[src/rtl/seg_rights_pkg.sv]
package seg_rights_pkg;

  typedef enum logic [1:0] {
    ST_IDLE,
    ST_FETCH,
    ST_WAIT,
    ST_DECIDE
  } chk_state_e;

  localparam logic [31:0] RIGHTS_KEEP   = 32'h00FF_FF00;
  // one bit per system type, set when that type is accepted
  localparam logic [15:0] SYS_OK_LEGACY = 16'h1A3E;
  localparam logic [15:0] SYS_OK_WIDE   = 16'h1A04;

  function automatic logic sys_type_ok(input logic [3:0] t, input logic wide);
    logic [15:0] tbl;
    tbl = wide ? SYS_OK_WIDE : SYS_OK_LEGACY;
    return tbl[t];
  endfunction

endpackage

[src/rtl/rights_judge.sv]
module rights_judge
  import seg_rights_pkg::*;
(
  input  logic [31:0] hi_word,
  input  logic [1:0]  cpl,
  input  logic [1:0]  rpl,
  input  logic        wide_mode,
  output logic        grant,
  output logic [31:0] rights
);
  logic       s_bit;
  logic [3:0] kind;
  logic [1:0] dpl;
  logic       conforming;
  logic       priv_ok;
  logic       type_ok;

  always_comb begin
    s_bit      = hi_word[12];
    kind       = hi_word[11:8];
    dpl        = hi_word[14:13];
    conforming = s_bit && kind[3] && kind[2];
    priv_ok    = conforming || ((cpl <= dpl) && (rpl <= dpl));
    type_ok    = s_bit || sys_type_ok(kind, wide_mode);
    grant      = priv_ok && type_ok;
    rights     = hi_word & RIGHTS_KEEP;
  end
endmodule

[config.mk]
export PLATFORM = sky130hd
export DESIGN_NAME = rights_judge
export DESIGN_NICKNAME = d
export VERILOG_FILES = /design/src/rtl/seg_rights_pkg.sv /design/src/rtl/rights_judge.sv
export SDC_FILE = /design/constraint.sdc
export NUM_CORES = 1
export LEC_CHECK = 0
export BUFFER_PORTS_ARGS = -buffer_cell sky130_fd_sc_hd__buf_2
export CORE_UTILIZATION = 28
export DETAILED_ROUTE_END_ITERATION = 8
export GPL_ROUTABILITY_DRIVEN = 1
export PLACE_DENSITY = 0.81
export SLEW_MARGIN = 25
export SYNTH_ARGS = -nofsm -noshare
export SYNTH_HDL_FRONTEND = slang
export SYNTH_SLANG_ARGS = --single-unit
[constraint.sdc]
create_clock -name vclk -period 1.1
set_input_delay 0.11 -clock vclk [all_inputs]
set_output_delay 0.11 -clock vclk [all_outputs]
set_load 0.03 [all_outputs]
-- Word level (Yosys, flattened, before mapping)
Index checks and enable logic that the tools add are counted.
- memories: 0
- bits of input ports: 37
- flip-flop bits (word level): 0
- bits in read-only memories: 0
- RAM bits: 0
- bits in latches: 0
- output and inout bits: 33
- word-level logic and storage cells: 12
- div/mod/pow operators: 0
- equal/unequal tests: 0
- shift operators: 0
- add/sub/neg operators: 0
- magnitude comparators: 3
- multiply operators: 0
- mux-type cells: 3
- bitwise logic cells: 0
- reduce and logical (&&, ||, !) cells: 6
- operators with widths (kind ; count):
    2-to-1 mux 6 bit ; 1
    less-than comparator 4 x 5 -> 1 bit (second input constant) ; 1
    binary-select mux 1 bit (select 4 bit) ; 1
    less-or-equal comparator 2 bit ; 2
    logical AND 1 bit ; 4
    logical OR 1 bit ; 2
    2-to-1 mux 1 bit ; 1

-- Logic depth before layout (Yosys ltp)
Gate-level depths: netlist (run 1).
- depth after elaboration: 5
- gate-level depth with buffers: 6
- mapped depth without buffers: 6

-- Worst setup path after synthesis (run 1)
OpenSTA, ideal clock, no wires.
- path kind: input to output
- from: input hi_word[14]
- to: output grant
- cell stages on the path: 6
- data required time: 0.990 ns
- slack: -0.187 ns
- data arrival time: 1.177 ns
- buffers on the path: 0
- cell sequence: inv_1 ha_1 nor2b_1 o21ai_0 a32oi_1 nor2_1
- longest elaborated chain between the ends: 4
- elaborated cells on any way between the ends: 5
- classes of those cells: order compare: 2; reduce/logical: 3
- RTL lines (element ; line ; RTL):
    start, declared ; rights_judge.sv:4 ; input logic [31:0] hi_word,
    less-or-equal comparator 2 bit ; rights_judge.sv:23 ; priv_ok = conforming || ((cpl <= dpl) && (rpl <= dpl));
    logical AND 1 bit * ; rights_judge.sv:23 ;
    logical OR 1 bit * ; rights_judge.sv:23 ;
    logical AND 1 bit * ; rights_judge.sv:25 ; grant = priv_ok && type_ok;
    end, declared ; rights_judge.sv:8 ; output logic grant,
Every way passes the cells marked *; elsewhere a longest branch is shown, timed or not.

-- Final worst setup path (run 1)
Ends and elaborated chain as after synthesis.

==> results of run 1 <==
-- kinds of logic after synthesis --
logic type,after synthesis,share of synthesized area [%]
AOI/OAI and AO/OA,4,8.54
buffers and inverters,36,64.6
and+or+nand+nor,9,13.3
other,1,0.948
adders and majority gates,4,12.7
-- through the flow --
step / std cells / power, W / hold slack, ns / setup TNS (ns)
floorplan: 69 / 0.000282 / 0.352 / 0
global placement: 72 / 0.000210 / 0.220 / -0.129
detailed placement: 72 / 0.000214 / 0.220 / -0.122
CTS: 72 / 0.000230 / 0.220 / -0.0552
global route: 72 / 0.000256 / 0.220 / -0.132
finish: 72 / 0.000234 / 0.220 / -0.0518
-- worst max-delay path: stages --
cell	delay [ns]
buf_8	0.08
inv_6	0.03
ha_4	0.25
nor2b_1	0.12
o21ai_1	0.07
a32oi_1	0.19
nor2_2	0.05
buf_6	0.14
-- where the power goes --
part           switching (W)  internal, W  total (W)
logic               0.000162    0.0000720   0.000234
clock network              0            0          0
registers                  0            0          0
total               0.000162    0.0000720   0.000234
-- cell usage after synthesis --
master,count,area (µm²)
nor3b_1,1,7.51
nor4b_1,1,8.76
nor2_1,1,3.75
inv_1,4,15.0
nor4_1,1,6.26
a32oi_1,1,8.76
nor2b_1,3,18.8
o21ai_0,2,10.0
ha_1,4,50.1
buf_4,32,240
a2111oi_2,1,15.0
conb_1,1,3.75
nand2_1,2,7.51
-- cell type report --
class / instances / area (µm²) / share of cell area [%]
inverters: 4 / 20.0 / 5.16
multi-input cells: 33 / 226 / 58.4
well taps: 15 / 18.8 / 4.84
repair buffers: 20 / 123 / 31.6
-- worst max path at each step --
stage,endpoint,cells after the start,slack (ns),from
after floorplan,grant,6,0.005,hi_word[14]
after global placement,grant,8,-0.13,hi_word[14]
after detailed placement,grant,8,-0.12,hi_word[14]
after CTS,grant,8,-0.06,hi_word[14]
after global routing,grant,8,-0.13,hi_word[14]
final,grant,8,-0.05,hi_word[14]
-- per-layer routing --
metal | vias to the layer above | share of wire, % | wire length [µm] | track usage, %
li1 | 133 | - | - | -
met4 | 0 | 2.6 | 14 | 3.45
met2 | 24 | 42 | 233 | 13.9
met5 | - | 0 | 0 | 0
met1 | 110 | 37 | 201 | 6.33
met3 | 6 | 18 | 99 | 1.70
-- timing repair --
action,in CTS,in global routing
pin swaps,4,1
gates cloned,0,0
setup endpoints to repair,1,1
resized for setup,6,3
setup buffers,0,0
==> flow_summary.json, run 1 <==
{
  "pre_cts_ws_ns": -0.122,
  "grt_usage_pct": 7.01,
  "dp_hpwl_um": 505,
  "holdBufCountCts": 0,
  "via_per_inst": 3.79,
  "placed_area_um2": 345,
  "seq_area_frac_synth_pct": 0,
  "hold_path.class": "primary input to output port",
  "worst_slack_ns": -0.0518,
  "rsz0062_at_grt": "yes",
  "cp-end-kind": "output port",
  "nClkBuffers": 0,
  "seqCellArea_um2": 0,
  "die_area_um2": 1570,
  "start_util_pct": 30.4,
  "ant_nets": 0,
  "fin_util_pct": 29.8,
  "die_h_um": 39.6,
  "coreArea_um2": 1300,
  "hold_path.startpoint": "hi_word[15]",
  "die_w_um": 39.6,
  "synthCells": 54,
  "portBuffers": 20,
  "synth.avg_cell_area_um2": 7.32,
  "critical_path_class": "primary input to output port",
  "status": "complete, but fails checks",
  "wl_per_cell_um": 7.63,
  "vias": 273,
  "drtIter0Drc": 0,
  "final_nets": 100,
  "max-vdd-ir-drop_uv": 150,
  "holdPathEnd": "rights[15]",
  "place_congestion": 0.489,
  "antenna_found_initial": 0,
  "hold_viol_final": 0,
  "synth_cell_types": 13,
  "filler_cell_count": 152,
  "maxCapViolCount": 0,
  "antenna-diode-count": 0,
  "final_common_cell": "buf_2",
  "firstDrtPassIters": 1,
  "drcViolationCount": 0,
  "p_leak_nw": 0.214,
  "grt_pass1_wl_um": 800,
  "finalCritPeriodShare_pct": 105,
  "area_growth_pct": -1.90,
  "overflow": 0,
  "powerDensity_nw_per_um2": 603,
  "finalCriticalPeriod_ns": 1.15,
  "slew_violations": 0,
  "post_synth_instance_area_um2": 395,
  "startpoint_type": "primary input",
  "grt_pass1_vias": 205,
  "fmax_mhz": 868,
  "cp_max_fo": 2,
  "violations": "negative setup slack",
  "yosysWarnings": 0,
  "fin_area_um2": 388,
  "drive_gt1_share_pct": 45.6,
  "cp.arrival_ns": 1.04,
  "layout_common_cells": "17 x buf_2, 16 x conb_1, 3 x inv_1",
  "grt_max_degree": 6,
  "numSequentialCells": 0,
  "totalWireLength_um": 549,
  "num_io_pins": 70,
  "required_ns": 0.99,
  "std_cell_rows": 13,
  "hold_path_depth": 0,
  "setup-violations-final": 1
}
Note: power is estimated with default switching activity, not from simulation.
==> run 2, diff against run 1 <==
- CELL_PAD_IN_SITES_DETAIL_PLACEMENT: default -> 1
- CELL_PAD_IN_SITES_GLOBAL_PLACEMENT: default -> 2
- CORE_ASPECT_RATIO: default -> 1.4
- CORE_UTILIZATION: 28 -> 11
- PLACE_DENSITY: 0.81 -> default
- PLACE_DENSITY_LB_ADDON: default -> 0.12
==> flow_summary.json, run 2 (synthesis results as in run 1) <==
{
  "hold_viol_final": 0,
  "die_w_um": 52.7,
  "layout_common_cells": "16 x conb_1, 16 x buf_2, 3 x inv_1, 3 x buf_6",
  "drtIter0Drc": 0,
  "powerDensity_nw_per_um2": 554,
  "vias": 274,
  "placed_area_um2": 384,
  "maxCapViolCount": 0,
  "firstDrtPassIters": 1,
  "max-vdd-ir-drop_uv": 131,
  "hold_path.startpoint": "hi_word[17]",
  "start_util_pct": 11.6,
  "coreArea_um2": 3410,
  "fmax_mhz": 869,
  "cp.arrival_ns": 1.04,
  "cp_max_fo": 2,
  "hold_path_depth": 0,
  "cp-end-kind": "output port",
  "final_nets": 101,
  "dp_hpwl_um": 659,
  "nClkBuffers": 0,
  "portBuffers": 20,
  "via_per_inst": 2.80,
  "setup-violations-final": 1,
  "holdBufCountCts": 0,
  "post_cts_buffers": 0,
  "finalCriticalPeriod_ns": 1.15,
  "critical_path_class": "primary input to output port",
  "rsz0062_at_grt": "yes",
  "ant_nets": 0,
  "cp_cell_sequence": "buf_8, inv_8, ha_4, nor2b_4, o21ai_2, a32oi_1, nor2_2, buf_6",
  "area_growth_pct": 20.6,
  "overflow": 0,
  "numSequentialCells": 0,
  "required_ns": 0.99,
  "die_h_um": 72.9,
  "grt_pass1_vias": 204,
  "fin_area_um2": 477,
  "antenna-diode-count": 0,
  "status": "complete, but fails checks",
  "cp_slowest_cell": "ha_4",
  "critPathLaunch": "hi_word[14]",
  "startpoint_type": "primary input",
  "slew_violations": 0,
  "final_cells": 98,
  "holdPathEnd": "rights[17]",
  "antenna_found_initial": 0,
  "grt_max_degree": 6,
  "p_total_w": 0.000264,
  "hold_path.class": "primary input to output port",
  "wl_per_cell_um": 7.36,
  "p_leak_nw": 0.236,
  "drive_gt1_share_pct": 53.4,
  "crit_path_max_incr_delay_ns": 0.25,
  "std_cell_rows": 25,
  "num_io_pins": 70,
  "place_congestion": 0.526,
  "worst_slack_ns": -0.0513,
  "die_area_um2": 3840,
  "filler_cell_count": 412,
  "totalWireLength_um": 721,
  "dpl.cell_count": 98,
  "drcViolationCount": 0,
  "finalCritPeriodShare_pct": 105,
  "grt_pass1_wl_um": 931,
  "grt_usage_pct": 3.00,
  "seqCellArea_um2": 0,
  "violations": "negative setup slack"
}
run 2: cell types whose count changed in the layout (fill, tap and decap cells not counted), sizes merged:
cell	change
buf	+1
run 2: area by class of cell:
class / count / area, µm² / area share, %
inverters: 4 / 22.5 / 4.72
multi-input cells: 33 / 268 / 56.2
well taps: 40 / 50.0 / 10.5
repair buffers: 21 / 136 / 28.6
run 2: worst max-delay path by stage:
stage / cells after the start / to
2_1_floorplan: 6 / grant
3_3_place_gp: 8 / grant
3_5_place_dp: 8 / grant
4_1_cts: 8 / grant
5_1_grt: 8 / grant
6_report: 8 / grant
run 2: per-layer routing:
layer / wire (µm) / global-route usage (%)
met1: 269 / 3.98
met2: 370 / 5.49
met3: 81 / 0
met4: 0 / 0.292
met5: 0 / 0
run 2: per-stage QoR:
step | setup TNS, ns | setup slack (ns) | hold slack, ns | utilization, %
final | -0.0513 | -0.0513 | 0.220 | 14.0
after global routing | -0.109 | -0.109 | 0.220 | 14.0
after CTS | -0.0803 | -0.0803 | 0.220 | 12.6
after detailed placement | -0.160 | -0.160 | 0.220 | 11.3
after global placement | -0.163 | -0.163 | 0.220 | 11.3
after floorplan | 0 | 0.00477 | 0.352 | -
run 2: worst max-delay path, delay by kind of cell:
family          cells  cell delay [ns]
buf+inv             3             0.25
simple gates        2             0.18
compound gates      2             0.25
fa+ha+maj           1             0.25
run 2: report_power, final:
group / internal, W / switching (W)
registers: 0 / 0
clock network: 0 / 0
logic: 0.0000886 / 0.000175
run 2: repair_timing:
action | CTS | global route
setup endpoints to repair | 1 | 1
hold endpoints to repair | 0 | 0
resized for setup | 11 | 8
pin swaps | 5 | 3
